<file path="src/rtl/ecw_pkg.sv">
package ecw_pkg;
  localparam int OFF_W  = 12;
  localparam int ID_W   = 16;
  localparam int VER_W  = 4;
  localparam int DW     = 32;
  localparam int SIZE_W = 13;
  localparam int NXT_LSB = ID_W + VER_W;
  localparam logic [OFF_W:0] SPACE_BYTES = 13'h1000;
  localparam int MIN_CAP_BYTES = 8;

  typedef logic [OFF_W-1:0] off_t;
  typedef logic [DW-1:0]    hdr_t;

  typedef enum logic [2:0] {
    ST_IDLE, ST_READ, ST_CMP, ST_PATCH, ST_HDR
  } walk_st_e;

  function automatic logic [ID_W-1:0] hdr_id(input hdr_t h);
    return h[ID_W-1:0];
  endfunction

  function automatic off_t hdr_next(input hdr_t h);
    return h[DW-1:NXT_LSB];
  endfunction

  function automatic logic off_in_window(input off_t o, input off_t lo, input off_t hi);
    return (o >= lo) && (o <= hi);
  endfunction

  function automatic logic append_fits(input off_t o, input logic [SIZE_W-1:0] sz,
                                       input off_t lo);
    logic [OFF_W+1:0] end_b;
    end_b = {2'b00, o} + {1'b0, sz};
    return (o[1:0] == 2'b00) && (o >= lo) && (sz >= SIZE_W'(MIN_CAP_BYTES)) &&
           (end_b <= {1'b0, SPACE_BYTES});
  endfunction

  function automatic hdr_t build_hdr(input logic [ID_W-1:0] id, input logic [VER_W-1:0] v);
    return {off_t'(0), v, id};
  endfunction

  function automatic hdr_t relink(input hdr_t h, input off_t nxt);
    return {nxt, h[NXT_LSB-1:0]};
  endfunction
endpackage

</file>
<file path="src/rtl/ecw_hdr_decode.sv">
module ecw_hdr_decode
  import ecw_pkg::*;
#(
  parameter int BASE_OFF = 'h100,
  parameter int TOP_OFF  = 'hFF8
) (
  input  hdr_t            hdr,
  input  logic [ID_W-1:0] want_id,
  input  logic            never_hit,
  output logic            hit,
  output logic            tail,
  output off_t            nxt,
  output logic            nxt_bad
);
  localparam off_t LO = off_t'(BASE_OFF);
  localparam off_t HI = off_t'(TOP_OFF);

  always_comb begin
    nxt     = hdr_next(hdr);
    hit     = !never_hit && (hdr_id(hdr) == want_id);
    tail    = (nxt == '0);
    nxt_bad = !tail && !off_in_window(nxt, LO, HI);
  end
endmodule

</file>
<file path="src/rtl/ecw_append_guard.sv">
module ecw_append_guard
  import ecw_pkg::*;
#(
  parameter int BASE_OFF = 'h100
) (
  input  off_t              off,
  input  logic [SIZE_W-1:0] size,
  output logic              legal,
  output logic              at_base
);
  localparam off_t LO = off_t'(BASE_OFF);

  always_comb begin
    legal   = append_fits(off, size, LO);
    at_base = (off == LO);
  end
endmodule

</file>
<file path="src/rtl/ecw_hop_ctr.sv">
module ecw_hop_ctr #(
  parameter int MAX_HOPS = 1024
) (
  input  logic clk,
  input  logic rst_n,
  input  logic clr,
  input  logic inc,
  output logic last
);
  localparam int CW = $clog2(MAX_HOPS + 1);
  localparam logic [CW-1:0] LAST_V = CW'(MAX_HOPS - 1);

  logic [CW-1:0] cnt;

  always_ff @(posedge clk or negedge rst_n) begin
    if (!rst_n)   cnt <= '0;
    else if (clr) cnt <= '0;
    else if (inc) cnt <= cnt + 1'b1;
  end

  assign last = (cnt == LAST_V);

  // the count never runs past the hop budget
  assert_hops_bounded_R6: assert property (@(posedge clk) disable iff (!rst_n)
    inc |-> (cnt < LAST_V));
endmodule

</file>
<file path="src/rtl/ext_cap_chain_walker.sv">
module ext_cap_chain_walker
  import ecw_pkg::*;
#(
  parameter int BASE_OFF = 'h100,
  parameter int TOP_OFF  = 'hFF8,
  parameter int MAX_HOPS = 1024
) (
  input  logic        clk,
  input  logic        rst_n,
  input  logic        start_find,
  input  logic [15:0] find_id,
  input  logic        start_append,
  input  logic [15:0] app_id,
  input  logic [3:0]  app_ver,
  input  logic [11:0] app_offset,
  input  logic [12:0] app_size,
  output logic        busy,
  output logic        done,
  output logic        err,
  output logic [11:0] res_offset,
  output logic [11:0] res_prev,
  output logic        rd_en,
  output logic [11:0] rd_addr,
  input  logic [31:0] rd_data,
  output logic        wr_en,
  output logic [11:0] wr_addr,
  output logic [31:0] wr_data
);
  localparam off_t BASE = off_t'(BASE_OFF);

  walk_st_e        st;
  off_t            cur, prv, new_off;
  logic            first, app_mode;
  logic [ID_W-1:0] want;
  hdr_t            new_hdr, tail_hdr;
  logic            done_q, err_q;
  off_t            res_off_q, res_prv_q;

  // decoded events brought out as named wires
  logic hit, tail, nxt_bad, hop_last, app_legal, app_at_base;
  off_t nxt;
  logic empty_seen, walk_fail, walk_cont;

  ecw_hdr_decode #(.BASE_OFF(BASE_OFF), .TOP_OFF(TOP_OFF)) u_dec (
    .hdr(rd_data), .want_id(want), .never_hit(app_mode),
    .hit(hit), .tail(tail), .nxt(nxt), .nxt_bad(nxt_bad)
  );

  ecw_append_guard #(.BASE_OFF(BASE_OFF)) u_guard (
    .off(app_offset), .size(app_size), .legal(app_legal), .at_base(app_at_base)
  );

  logic idle_start;
  assign idle_start = (st == ST_IDLE) && (start_find || start_append);
  assign empty_seen = (st == ST_CMP) && first && (rd_data == '0);
  assign walk_fail  = (st == ST_CMP) && !empty_seen && !hit && !tail && (nxt_bad || hop_last);
  assign walk_cont  = (st == ST_CMP) && !empty_seen && !hit && !tail && !nxt_bad && !hop_last;

  ecw_hop_ctr #(.MAX_HOPS(MAX_HOPS)) u_hops (
    .clk(clk), .rst_n(rst_n), .clr(idle_start), .inc(walk_cont), .last(hop_last)
  );

  always_ff @(posedge clk or negedge rst_n) begin
    if (!rst_n) begin
      st <= ST_IDLE; cur <= '0; prv <= '0; new_off <= '0;
      first <= 1'b0; app_mode <= 1'b0; want <= '0;
      new_hdr <= '0; tail_hdr <= '0;
      done_q <= 1'b0; err_q <= 1'b0; res_off_q <= '0; res_prv_q <= '0;
    end else begin
      done_q <= 1'b0;
      unique case (st)
        ST_IDLE: begin
          if (start_find) begin
            want <= find_id; app_mode <= 1'b0;
            cur <= BASE; prv <= '0; first <= 1'b1;
            st <= ST_READ;
          end else if (start_append) begin
            new_off <= app_offset;
            new_hdr <= build_hdr(app_id, app_ver);
            if (!app_legal) begin
              done_q <= 1'b1; err_q <= 1'b1; res_off_q <= '0; res_prv_q <= '0;
            end else if (app_at_base) begin
              prv <= '0; st <= ST_HDR;
            end else begin
              app_mode <= 1'b1; cur <= BASE; prv <= '0; first <= 1'b1;
              st <= ST_READ;
            end
          end
        end
        ST_READ: st <= ST_CMP;
        ST_CMP: begin
          if (empty_seen) begin
            done_q <= 1'b1; err_q <= app_mode;
            res_off_q <= '0; res_prv_q <= '0; st <= ST_IDLE;
          end else if (hit) begin
            done_q <= 1'b1; err_q <= 1'b0;
            res_off_q <= cur; res_prv_q <= prv; st <= ST_IDLE;
          end else if (tail) begin
            if (app_mode) begin
              tail_hdr <= rd_data; prv <= cur; st <= ST_PATCH;
            end else begin
              done_q <= 1'b1; err_q <= 1'b0;
              res_off_q <= '0; res_prv_q <= cur; st <= ST_IDLE;
            end
          end else if (walk_fail) begin
            done_q <= 1'b1; err_q <= 1'b1;
            res_off_q <= '0; res_prv_q <= '0; st <= ST_IDLE;
          end else begin
            prv <= cur; cur <= nxt; first <= 1'b0; st <= ST_READ;
          end
        end
        ST_PATCH: st <= ST_HDR;
        ST_HDR: begin
          done_q <= 1'b1; err_q <= 1'b0;
          res_off_q <= new_off; res_prv_q <= prv; st <= ST_IDLE;
        end
        default: st <= ST_IDLE;
      endcase
    end
  end

  always_comb begin
    rd_en   = (st == ST_READ);
    rd_addr = cur;
    wr_en   = (st == ST_PATCH) || (st == ST_HDR);
    wr_addr = (st == ST_PATCH) ? prv : new_off;
    wr_data = (st == ST_PATCH) ? relink(tail_hdr, new_off) : new_hdr;
  end

  assign busy       = (st != ST_IDLE);
  assign done       = done_q;
  assign err        = err_q;
  assign res_offset = res_off_q;
  assign res_prev   = res_prv_q;

  // reads never leave the legal header window
  assert_rd_window_R5: assert property (@(posedge clk) disable iff (!rst_n)
    rd_en |-> (rd_addr >= off_t'(BASE_OFF)) && (rd_addr <= off_t'(TOP_OFF)));
  // a failed operation reports no offset
  assert_err_clears_R5: assert property (@(posedge clk) disable iff (!rst_n)
    (done && err) |-> (res_offset == '0));
  // completion is a single-cycle pulse with busy already low
  assert_done_pulse_R7: assert property (@(posedge clk) disable iff (!rst_n)
    done |-> !busy ##1 !done);
  // busy only ever rises after a start request
  assert_busy_cause_R12: assert property (@(posedge clk) disable iff (!rst_n)
    $rose(busy) |-> $past(start_find || start_append));
  // a write is followed by a second write or by completion
  assert_write_order_R10: assert property (@(posedge clk) disable iff (!rst_n)
    wr_en |=> (wr_en || done));
  // read and write strobes never overlap
  assert_rw_excl_R10: assert property (@(posedge clk) disable iff (!rst_n)
    !(rd_en && wr_en));
endmodule

</file>
<file path="config.mk">
export PLATFORM = sky130hd
export DESIGN_NAME = ext_cap_chain_walker
export DESIGN_NICKNAME = d
export VERILOG_FILES = /design/src/rtl/ecw_pkg.sv /design/src/rtl/ecw_hdr_decode.sv /design/src/rtl/ecw_append_guard.sv /design/src/rtl/ecw_hop_ctr.sv /design/src/rtl/ext_cap_chain_walker.sv
export SDC_FILE = /design/constraint.sdc
export NUM_CORES = 1
export LEC_CHECK = 0
export BUFFER_PORTS_ARGS = -buffer_cell sky130_fd_sc_hd__buf_2
export CAP_MARGIN = 5
export CORE_ASPECT_RATIO = 1.2
export CORE_MARGIN = 2
export CORE_UTILIZATION = 45
export CTS_CLUSTER_DIAMETER = 30
export DETAILED_ROUTE_END_ITERATION = 10
export PLACE_DENSITY = 0.7
export SLEW_MARGIN = 25
export SYNTH_ARGS = -nofsm -noshare
export SYNTH_HDL_FRONTEND = slang
export SYNTH_SLANG_ARGS = --single-unit
</file>
<file path="constraint.sdc">
create_clock -name clk -period 3.25 [get_ports clk]
set_clock_uncertainty 0.1 [all_clocks]
set_input_delay 0.4875 -clock clk [delete_from_list [all_inputs] [get_ports clk]]
set_output_delay 0.4875 -clock clk [all_outputs]
set_load 0.02 [all_outputs]
</file>
### After elaboration in Yosys (flattened, before gate mapping)

Index checks and enable logic that the tools add are counted.

* register bits after elaboration: 134
* input port bits: 97
* output and inout bits: 85
* logic and storage cells: 163

* add/subtract/negate cells: 2
* magnitude comparators: 5
* equality and inequality tests: 22
* multiplexer cells: 74
* bitwise gates (word level): 3
* reduce and logical (&&, ||, !) cells: 43

Operators by type and width (number)
* two-way mux 12 bit: 29
* case mux 12 bit (3 select lines): 2
* case mux 12 bit (2 select lines): 2
* logical NOT 32 bit: 1
* two-way mux 32 bit: 1
* two-way mux 1 bit: 26
* >= comparator 12 x 9 -> 1 bit, second input constant: 2
* two-way mux 11 bit: 2
* two-way mux 3 bit: 7
* == test 16 bit: 1
* != test 2 bit, second input constant: 8
* logical AND 1 bit: 15
* != test 3 bit, second input constant: 5
* adder 12 x 13 -> 14 bit: 1
* <= comparator 14 x 13 -> 1 bit, second input constant: 1
* >= comparator 13 x 4 -> 1 bit, second input constant: 1
* == test 12 x 9 -> 1 bit, second input constant: 1
* <= comparator 12 bit, second input constant: 1
* logical NOT 12 bit: 1
* case mux 3 bit (4 select lines): 1
* adder 11 x 1 -> 11 bit, second input constant: 1
* == test 11 x 10 -> 1 bit, second input constant: 1
* != test 5 bit, second input constant: 2
* AND reduction 8 bit: 1
* other kinds (19): 36

### Depth between registers and ports, before layout

Gate-level depths: netlist (run 1).

* word-level depth: 13
* depth in mapped cells: 12
* mapped depth without buffers: 10

### Hierarchy

Synthesis (run 1) repeated with hierarchy kept, for this count alone.

* cell total of the unflattened synthesis: 725
* area total of the unflattened synthesis: 7368.3 um^2

By module, submodules not included
* ext_cap_chain_walker: instances 1, cells each 531, area an instance 5733.0 um^2
* ecw_append_guard: instances 1, cells each 93, area an instance 729.4 um^2
* ecw_hop_ctr: instances 1, cells each 56, area an instance 576.8 um^2
* ecw_hdr_decode: instances 1, cells each 45, area an instance 329.1 um^2

### Least setup slack after synthesis (run 1)

OpenSTA, ideal clock, no wires.

* path kind: input to register
* start: input port app_offset[0]
* end: register res_prv_q[10] (netlist: res_prev[10])
* arrival time: 3279 ps
* path slack: -254 ps
* stages: 12
* path through: ha_1 -> fa_1 -> a211oi_1 -> o21ai_0 -> xor2_1 -> a2111oi_2 -> nand4_1 -> a221oi_2 -> o21a_1 -> buf_6 -> buf_12 -> mux2_2

* word-level cells in the longest chain between the ends: 6

RTL lines
* start: declaration: line ext_cap_chain_walker.sv:15 `input logic [11:0] app_offset,`
* parallel branches: the longest is 3 deep, another holds adder 12 x 13 -> 14 bit
* logical AND 1 bit *: line ecw_pkg.sv:34 `return (o[1:0] == 2'b00) && (o >= lo) && (sz >= SIZE_W'(MIN_CAP_BYTES)) &&`
* != test 2 bit (no source line) *
* AND reduction 6 bit (no source line) *
* end signal: assignment: line ext_cap_chain_walker.sv:68 `done_q <= 1'b0; err_q <= 1'b0; res_off_q <= '0; res_prv_q <= '0;`
* end signal: assignment: line ext_cap_chain_walker.sv:81 `done_q <= 1'b1; err_q <= 1'b1; res_off_q <= '0; res_prv_q <= '0;`
* end signal: assignment: line ext_cap_chain_walker.sv:94 `res_off_q <= '0; res_prv_q <= '0; st <= ST_IDLE;`
* end: declaration: line ext_cap_chain_walker.sv:37 `off_t res_off_q, res_prv_q;`

Every way passes the cells marked *.
A chain may end at the register's enable or synchronous reset.

### Worst setup path after layout (run 1)

* start: input port app_offset[0]
* end: register res_prv_q[5] (netlist: res_prev[5])

The elaborated chain is that of the path after synthesis.

==> impl_metrics.toml, run 1 <==
[critical_path]
critical_path_class = "in -> reg"
cp-start-kind = "primary input"
cp.required_ps = 3450
reg2reg_from = "want[14]"
end_kind = "register"
r2r_setup_slack_ps = 480
rr_worst_depth = 8
worstPathMaxFanout = 15
arrival_ps = 3310
r2r_end = "res_prev[4]"

[floorplanning]
die_w_um = 117
coreArea_um2 = 15000
rows = 49
fp.dieH_um = 139
initial_core_util_pct = 45.9
fp.dieArea_um2 = 16300
io_pins = 182

[synthesis]
syn_area_per_cell_um2 = 10.8
synth_ff_type = "dfrtp_1"
synth-seq-area-share_pct = 48.8
async_flop_share_pct = 100
ys_ff_latch = 134
ys_types = 61
syn_area_um2 = 6870
synth_fp_nets = 745
yosysWarnings = 0
synth_edf_count = 0
syn_inst = 634

[sta]
tightest_slew_ps = 752
whs_ps = 194
setup_viol = 0
rsz0062_at_grt = "false"
min_period_ps = 3110
slew_viol_final = 0
final.period_utilization_pct = 95.7
slew_headroom_pct = 49.8
finalHoldViolCount = 0
fmax_ghz = 0.321

[placement]
port_buffers = 181
dpl.hpwl_um = 14700
gp_congestion = 0.944

[route]
wl_um = 19400
via_count = 5935
wire_per_inst_um = 18.2
vias_per_cell = 5.56
drc = 0
first_pass_iters = 4
drtIter0Drc = 323
ant_nets = 0

[clock_tree]
htree_levels = 4
clkTransAtPathRegs_ps = 60
numCtsBuffers = 17
clockBufferDepth = 2
clock-sinks = 134
cts_root_buf = "clkbuf_16"
cts_tree = "built"
clkLatencyLatePin_ps = 420

[global_routing]
grt_use_total_pct = 24.7
antenna_found_initial = 0
grt_pass1_vias = 6129
grt_start_max_net_pins = 54
grt_overflow = 0
grt_pass1_wl_um = 31200

[final_layout]
final_nets = 961
drive_gt1_share_pct = 41.4
final_cell_mix = "buf_2 (180), dfrtp_1 (134), nand2_1 (115)"
areaGrowthSynthToFinish_pct = 30.2
layout_commonest_cell = "buf_2"

[worst_hold_path]
worstHoldStart = "find_id[2]"
hold_end = "want[2]"
min_path_type = "in -> reg"
worstHoldPathCells = 2

[power]
p_per_area_nw_per_um2 = 832
cellLeakagePower_nw = 4.65
ir_drop_mv = 0.552
power_mw = 7.44

[run]
drv_cap = 0

[status]
status = "finished, final reports clean"
-- area by class of cell --
| cell class | instances | area [µm²] |
|---|---|---|
| Sequential cell | 134 | 3350 |
| Fill cell | 1331 | 6010 |
| Multi-Input combinational cell | 458 | 3380 |
| Inverter | 9 | 33.8 |
| Tap cell | 204 | 255 |
| Antenna cell | 1 | 2.50 |
| Clock inverter | 14 | 164 |
| Timing Repair Buffer | 230 | 1320 |
| Clock buffer | 18 | 439 |
-- through the flow --
stage               worst slack [ps]  area [µm²]  setup TNS (ps)  instances  utilization, %
floorplan                      -12.7        6900           -79.2        634               -
global placement                -292        8300           -8450       1032            55.5
detailed placement              -359        8300          -10740       1032            55.5
CTS                             91.9        8910               0       1065            59.6
global route                   0.969        8940               0       1067            59.8
finish                           138        8940               0       1068            59.8
-- cells in the mapped netlist, types with 9 or more instances --
cell	instances	area, µm²
dfrtp_1	134	3350
inv_1	9	33.8
a22o_1	47	412
nor4_1	10	62.6
o21ai_0	11	55.1
nor2_1	19	71.3
mux2_2	80	901
and2_1	15	93.8
clkbuf_1	25	93.8
a21oi_1	9	45.0
nand2_1	115	432
ha_1	13	163
xor2_1	24	210
a21o_1	17	128
-- registers in the layout (all words and copies together) (netlist names) --
register / flops
new_off: 12
u_hops.cnt: 11
st: 3
err: 1
new_hdr: 20
res_offset: 12
first: 1
done: 1
want: 16
res_prev: 12
rd_addr: 12
app_mode: 1
tail_hdr: 20
prv: 12
-- critical path, stage by stage --
cell and delay [ps]:
buf_2 130, ha_4 170, fa_2 400, a211oi_4 260
xor2_1 180, a31oi_1 120, a2111oi_2 360, nand4_1 200
a221oi_2 300, o21a_1 200, buf_12 160, mux2_2 340
-- kinds of logic after synthesis --
kind of cell	synth area share, %
DFF	48.8
muxes	13.6
xor gates and xnor gates	3.70
and+or+nand+nor	15.1
AOI/OAI and AO/OA	13.3
adders and majority gates	2.66
buffers and inverters	2.84
-- metal layers --
layer  vias up  share of wire (%)  GRT usage (%)
met5         -                  0              0
met3        45                6.8           7.14
met2       230                 50           40.8
met4         0                3.6           11.1
li1       2738                  -              -
met1      2922                 40           29.7
-- power breakdown --
part	leakage (nW)	total, mW	switching (mW)	internal (mW)
clock network	0.292	1.95	0.780	1.17
registers	1.74	2.65	0.464	2.19
logic	2.63	2.84	1.63	1.21
total	4.65	7.44	2.88	4.57
-- what timing repair did --
item	CTS	global route
resized for setup	0	3
hold buffers	1	0
hold endpoints to repair	47	0
setup buffers	0	2
setup endpoints to repair	0	19
-- worst max-delay path by stage --
stage	start	to	slack, ps	cells after the start
2_1_floorplan	app_offset[0]	res_prev[10]	-10	12
3_3_place_gp	app_offset[0]	res_prev[5]	-290	12
3_5_place_dp	app_offset[0]	res_prev[1]	-360	12
4_1_cts	app_offset[0]	res_prev[1]	90	12
5_1_grt	app_offset[0]	res_prev[3]	1	12
6_report	app_offset[0]	res_prev[5]	140	12
(Power assumes the default switching activity.)
==> inputs of run 2 (changes only) <==
- CTS_BUF_LIST: not set -> sky130_fd_sc_hd__clkbuf_4 sky130_fd_sc_hd__clkbuf_8
==> run 2 against run 1 <==
Effect of this change: total power is 7.2% lower; sequential share of layout area rose by 0.95 points; sequential power about the same; routed wire length shrank 1.7%; first-iteration DRC count shrank 15%.
==> impl_metrics.toml, run 2 (synthesis gave the netlist of run 1 again) <==
[floorplanning]
coreArea_um2 = 15000
io_pins = 182
rows = 49
fp.dieH_um = 139
die_w_um = 117
initial_core_util_pct = 45.9
fp.dieArea_um2 = 16300

[final_layout]
seq_area_um2 = 3350
top_regs = "new_hdr: 20 flops, tail_hdr: 20 flops, want: 16 flops"
areaGrowthSynthToFinish_pct = 27.0
fill_cells = 1346
layout_commonest_cell = "buf_2"
multi_input_area_um2 = 3360
final_nets = 959
final_cell_mix = "buf_2 (180), dfrtp_1 (134), nand2_1 (115)"
design_area_um2 = 8720
drive_gt1_share_pct = 41.0

[global_routing]
met1_usage_pct = 29.2
grt_pass1_vias = 6088
grt_pass1_wl_um = 30800
grt_overflow = 0
grt_use_total_pct = 24.2
antenna_found_initial = 0
use_met2_pct = 40.1
grt_start_max_net_pins = 54
grt.busiest_layer = "met2"
gr-usage-met3_pct = 6.49

[worst_hold_path]
worstHoldPathCells = 2
min_path_type = "in -> reg"

[critical_path]
rr_worst_depth = 8
cp-start-kind = "primary input"
r2r_end = "res_prev[4]"
r2r_setup_slack_ps = 430
worstPathMaxFanout = 15
reg2reg_from = "want[2]"
critical_path_class = "in -> reg"
arrival_ps = 3330
crit_end = "res_prev[5]"
cp.required_ps = 3480
critPathLaunch = "app_offset[0]"
end_kind = "register"

[clock_tree]
clkLatencyLatePin_ps = 450
clkTransAtPathRegs_ps = 80
cts_root_buf = "clkbuf_8"
clock-sinks = 134
htree_levels = 4
clockBufferDepth = 2
numCtsBuffers = 17
postCtsSetupBuffers = 0
cts_tree = "built"

[run]
drv_cap = 0

[sta]
min_period_ps = 3100
slew_headroom_pct = 48.7
setup_viol = 0
final.period_utilization_pct = 95.4
tightest_slew_ps = 770
slew_viol_final = 0
rsz0062_at_grt = "false"
finalHoldViolCount = 0
setup_slack_ps = 149
fmax_ghz = 0.322

[route]
vias_per_cell = 5.51
first_pass_iters = 5
ant_nets = 0
wl_um = 19100
via_count = 5876
drc = 0
wire_per_inst_um = 17.9
drtIter0Drc = 275

[placement]
dpl.hpwl_um = 14700
preCtsSetupSlack_ps = -359
gp_congestion = 0.944
port_buffers = 181
dpl_cell_area_um2 = 8300

[power]
ir_drop_mv = 0.482
cellLeakagePower_nw = 4.56
p_per_area_nw_per_um2 = 791

[status]
status = "finished, final reports clean"
## run 2: changes by cell type in the layout (fill, tap and decap cells not counted), sizes merged
cell	before	now
buf	229	227
## run 2: critical path, stage by stage
cell and delay [ps]:
buf_2 130, ha_4 160, fa_2 390, a211oi_4 300, o21ai_2 120, xor2_1 160
a2111oi_2 350, nand4_1 200, a221oi_2 300, o21a_1 220, buf_12 160, mux2_2 340
## run 2: how the worst min path moves through the flow
stage	startpoint	to	slack, ps
2_1_floorplan	rst_n	app_mode	90
3_3_place_gp	rst_n	res_prev[5]	350
3_5_place_dp	rst_n	rd_addr[10]	350
4_1_cts	find_id[2]	want[2]	140
5_1_grt	app_id[15]	new_hdr[15]	150
6_report	find_id[2]	want[2]	170
## run 2: repair_timing
item / in CTS / in global routing
hold buffers: 1 / 0
gates resized for setup: 0 / 0
hold endpoints to repair: 47 / 0
setup endpoints to repair: 0 / 13
## run 2: power breakdown
part	switching, mW	internal (mW)	leakage (nW)
Sequential	0.455	2.18	1.74
Combinational	1.62	1.20	2.62
Clock	0.712	0.723	0.204
Total	2.79	4.11	4.56
## run 2: final cells by class
type | instances | share of cell area (%)
multi-input combinational | 458 | 38.5
sequential | 134 | 38.4
timing repair buffer | 228 | 15.0
tap | 204 | 2.93
clock buffer | 18 | 2.84
clock inverter | 14 | 1.88
inverter | 9 | 0.387
antenna | 1 | 0.0287
## run 2: through the flow
stage	setup TNS [ps]	total power, mW	instances	utilization, %	hold WS (ps)
floorplan	-79.2	4.42	634	-	91.9
finish	0	6.90	1066	58.3	167
CTS	0	6.95	1065	58.3	142
global route	0	7.33	1065	58.3	146
detailed placement	-10740	5.51	1032	55.5	354
global placement	-8450	5.41	1032	55.5	346
## run 2: metal layers
layer	wire length (µm)	vias up
met1	7480	2866
met4	772	0
met5	0	-
li1	-	2725
met2	9490	231
met3	1350	54
==> inputs of run 3 (changes only) <==
- CORE_UTILIZATION: 45 -> 31
- PLACE_DENSITY: 0.7 -> not set
==> run 3 against run 2 <==
Effect of this change: core utilization fell by 17 points; sequential power hardly changed; largest cell class unchanged; clock-buffer cell count shrank 1; combinational power barely moved; critical endpoint is now res_prev[11]; final area increased by 1.7%; critical path type unchanged; flip-flop and latch count stayed put; non-clock buffer count rose by 7; register-to-register slack barely moved; routed wire length is 6.9% higher; sequential share of layout area down 0.64 points; worst setup slack better by 9.2 ps.
==> impl_metrics.toml, run 3 (synthesis gave the netlist of run 1 again) <==
[route]
first_pass_iters = 4
wire_per_inst_um = 17.9
ant_nets = 0
drtIter0Drc = 373
vias_per_cell = 4.99
via_count = 5698
wl_um = 20400
drc = 0

[critical_path]
crit_cells = 12
rr_worst_depth = 8
reg2reg_from = "want[2]"
critPathTopFamily = "compound AO/OA/AOI/OAI gates"
slowest_stage = "fa_2"
critPathLaunch = "app_offset[0]"
cp_slowest_stage_delay_ps = 390
worstPathCellList = "buf_2 -> ha_4 -> fa_2 -> a211oi_4 -> o21ai_2 -> xor2_1 -> a2111oi_2 -> nand4_1 -> a221oi_2 -> o21a_1 -> buf_12 -> mux2_2"
critPathBufInv = 2
cp-start-kind = "primary input"
worstPathMaxFanout = 16
end_kind = "register"
arrival_ps = 3330
critical_path_class = "in -> reg"
cp.required_ps = 3480

[floorplanning]
io_pins = 182
coreArea_um2 = 21700
fp.dieArea_um2 = 23400
die_w_um = 140
initial_core_util_pct = 31.6
fp.dieH_um = 167
rows = 59

[final_layout]
layout_commonest_cell = "buf_2"
areaGrowthSynthToFinish_pct = 29.2
stdcell_count = 1143
final_cell_mix = "buf_2 (180), dfrtp_1 (134), nand2_1 (115)"
top_regs = "new_hdr: 20 flops, tail_hdr: 20 flops, want: 16 flops"
drive_gt1_share_pct = 41.5
final_nets = 966
fin_util_pct = 40.9

[clock_tree]
htree_levels = 4
clkLatencyLatePin_ps = 450
cts_tree = "built"
numCtsBuffers = 17
clkTransAtPathRegs_ps = 90
clock-sinks = 134
cts_root_buf = "clkbuf_8"
clockBufferDepth = 2

[power]
ir_drop_mv = 0.491
p_sw_share_pct = 41.4
p_clk_share_pct = 20.5
cellLeakagePower_nw = 4.61
p_per_area_nw_per_um2 = 777
p_sw_mw = 2.85
pwr-share-seq_pct = 38.2
p_int_mw = 4.05
combPwrFrac_pct = 41.3

[sta]
whs_ps = 160
slew_viol_final = 0
setup_viol = 0
finalHoldViolCount = 0
tns_ps = 0
slew_headroom_pct = 37.0
min_period_ps = 3090
rsz0062_at_grt = "false"
final.period_utilization_pct = 95.1
fmax_ghz = 0.323
tightest_slew_ps = 942

[placement]
port_buffers = 181
dp.cells = 1109
dpl.hpwl_um = 15500
gp_congestion = 0.823

[global_routing]
grt.busiest_layer = "met2"
use_met2_pct = 29.5
grt_use_total_pct = 17.7
antenna_found_initial = 1
grt_pass1_wl_um = 32600
grt_overflow = 0
grt_pass1_vias = 5951
gr-usage-met3_pct = 4.46
met1_usage_pct = 22.3
grt_start_max_net_pins = 71

[status]
status = "finished, final reports clean"

[run]
drv_cap = 0

[worst_hold_path]
worstHoldStart = "app_ver[3]"
min_path_type = "in -> reg"
worstHoldPathCells = 2
[run 3: stage by stage]
step,setup slack (ps),power [mW],instance area (µm²)
CTS,90.0,6.98,8870
floorplan,-12.7,4.42,6900
global placement,-352,5.50,8450
detailed placement,-414,5.54,8460
finish,158,6.90,8870
global route,2.42,7.37,8870
[run 3: worst paths after layout]
path,endpoint,slack [ps]
setup / recovery,res_prev[11],160
hold / removal,new_hdr[19],160
setup reg to reg,res_prev[0],420
hold reg to reg,res_offset[4],380
max in group asynchronous,new_off[8],1740
min in group asynchronous,rd_addr[5],510
[run 3: power groups by stage]
stage               logic, mW  clock network, mW  registers (mW)
floorplan                1.78                  0            2.64
global placement         2.84                  0            2.65
detailed placement       2.88                  0            2.67
CTS                      2.89               1.46            2.64
global route             3.13               1.53            2.70
finish                   2.85               1.41            2.63
[run 3: final cells by class]
| class | count | area, µm² |
|---|---|---|
| Antenna cell | 1 | 2.50 |
| Clock buffer | 17 | 234 |
| Clock inverter | 15 | 165 |
| Fill cell | 2168 | 12800 |
| Inverter | 9 | 33.8 |
| Multi-Input combinational cell | 458 | 3370 |
| Sequential cell | 134 | 3350 |
| Tap cell | 274 | 343 |
| Timing Repair Buffer | 235 | 1370 |
[run 3: worst reg2reg max path: cells and delay by family, from the launching register on]
family	cells	cell delay, ps
multiplexers	1	150
AND/OR/NAND/NOR	4	1460
XOR/XNOR	1	160
flip-flops	1	400
AO/OA/AOI/OAI	2	500
[run 3: repair_timing]
item	CTS	global route
hold buffers	1	0
resized for setup	0	1
endpoints found under the setup margin	0	18
setup buffers	0	0
endpoints found under the hold margin	68	0
[run 3: routing by layer]
| metal | wire length (µm) | share of wire, % |
|---|---|---|
| met5 | 0 | 0 |
| met2 | 9930 | 49 |
| met1 | 8650 | 42 |
| met4 | 505 | 2.5 |
| met3 | 1320 | 6.5 |
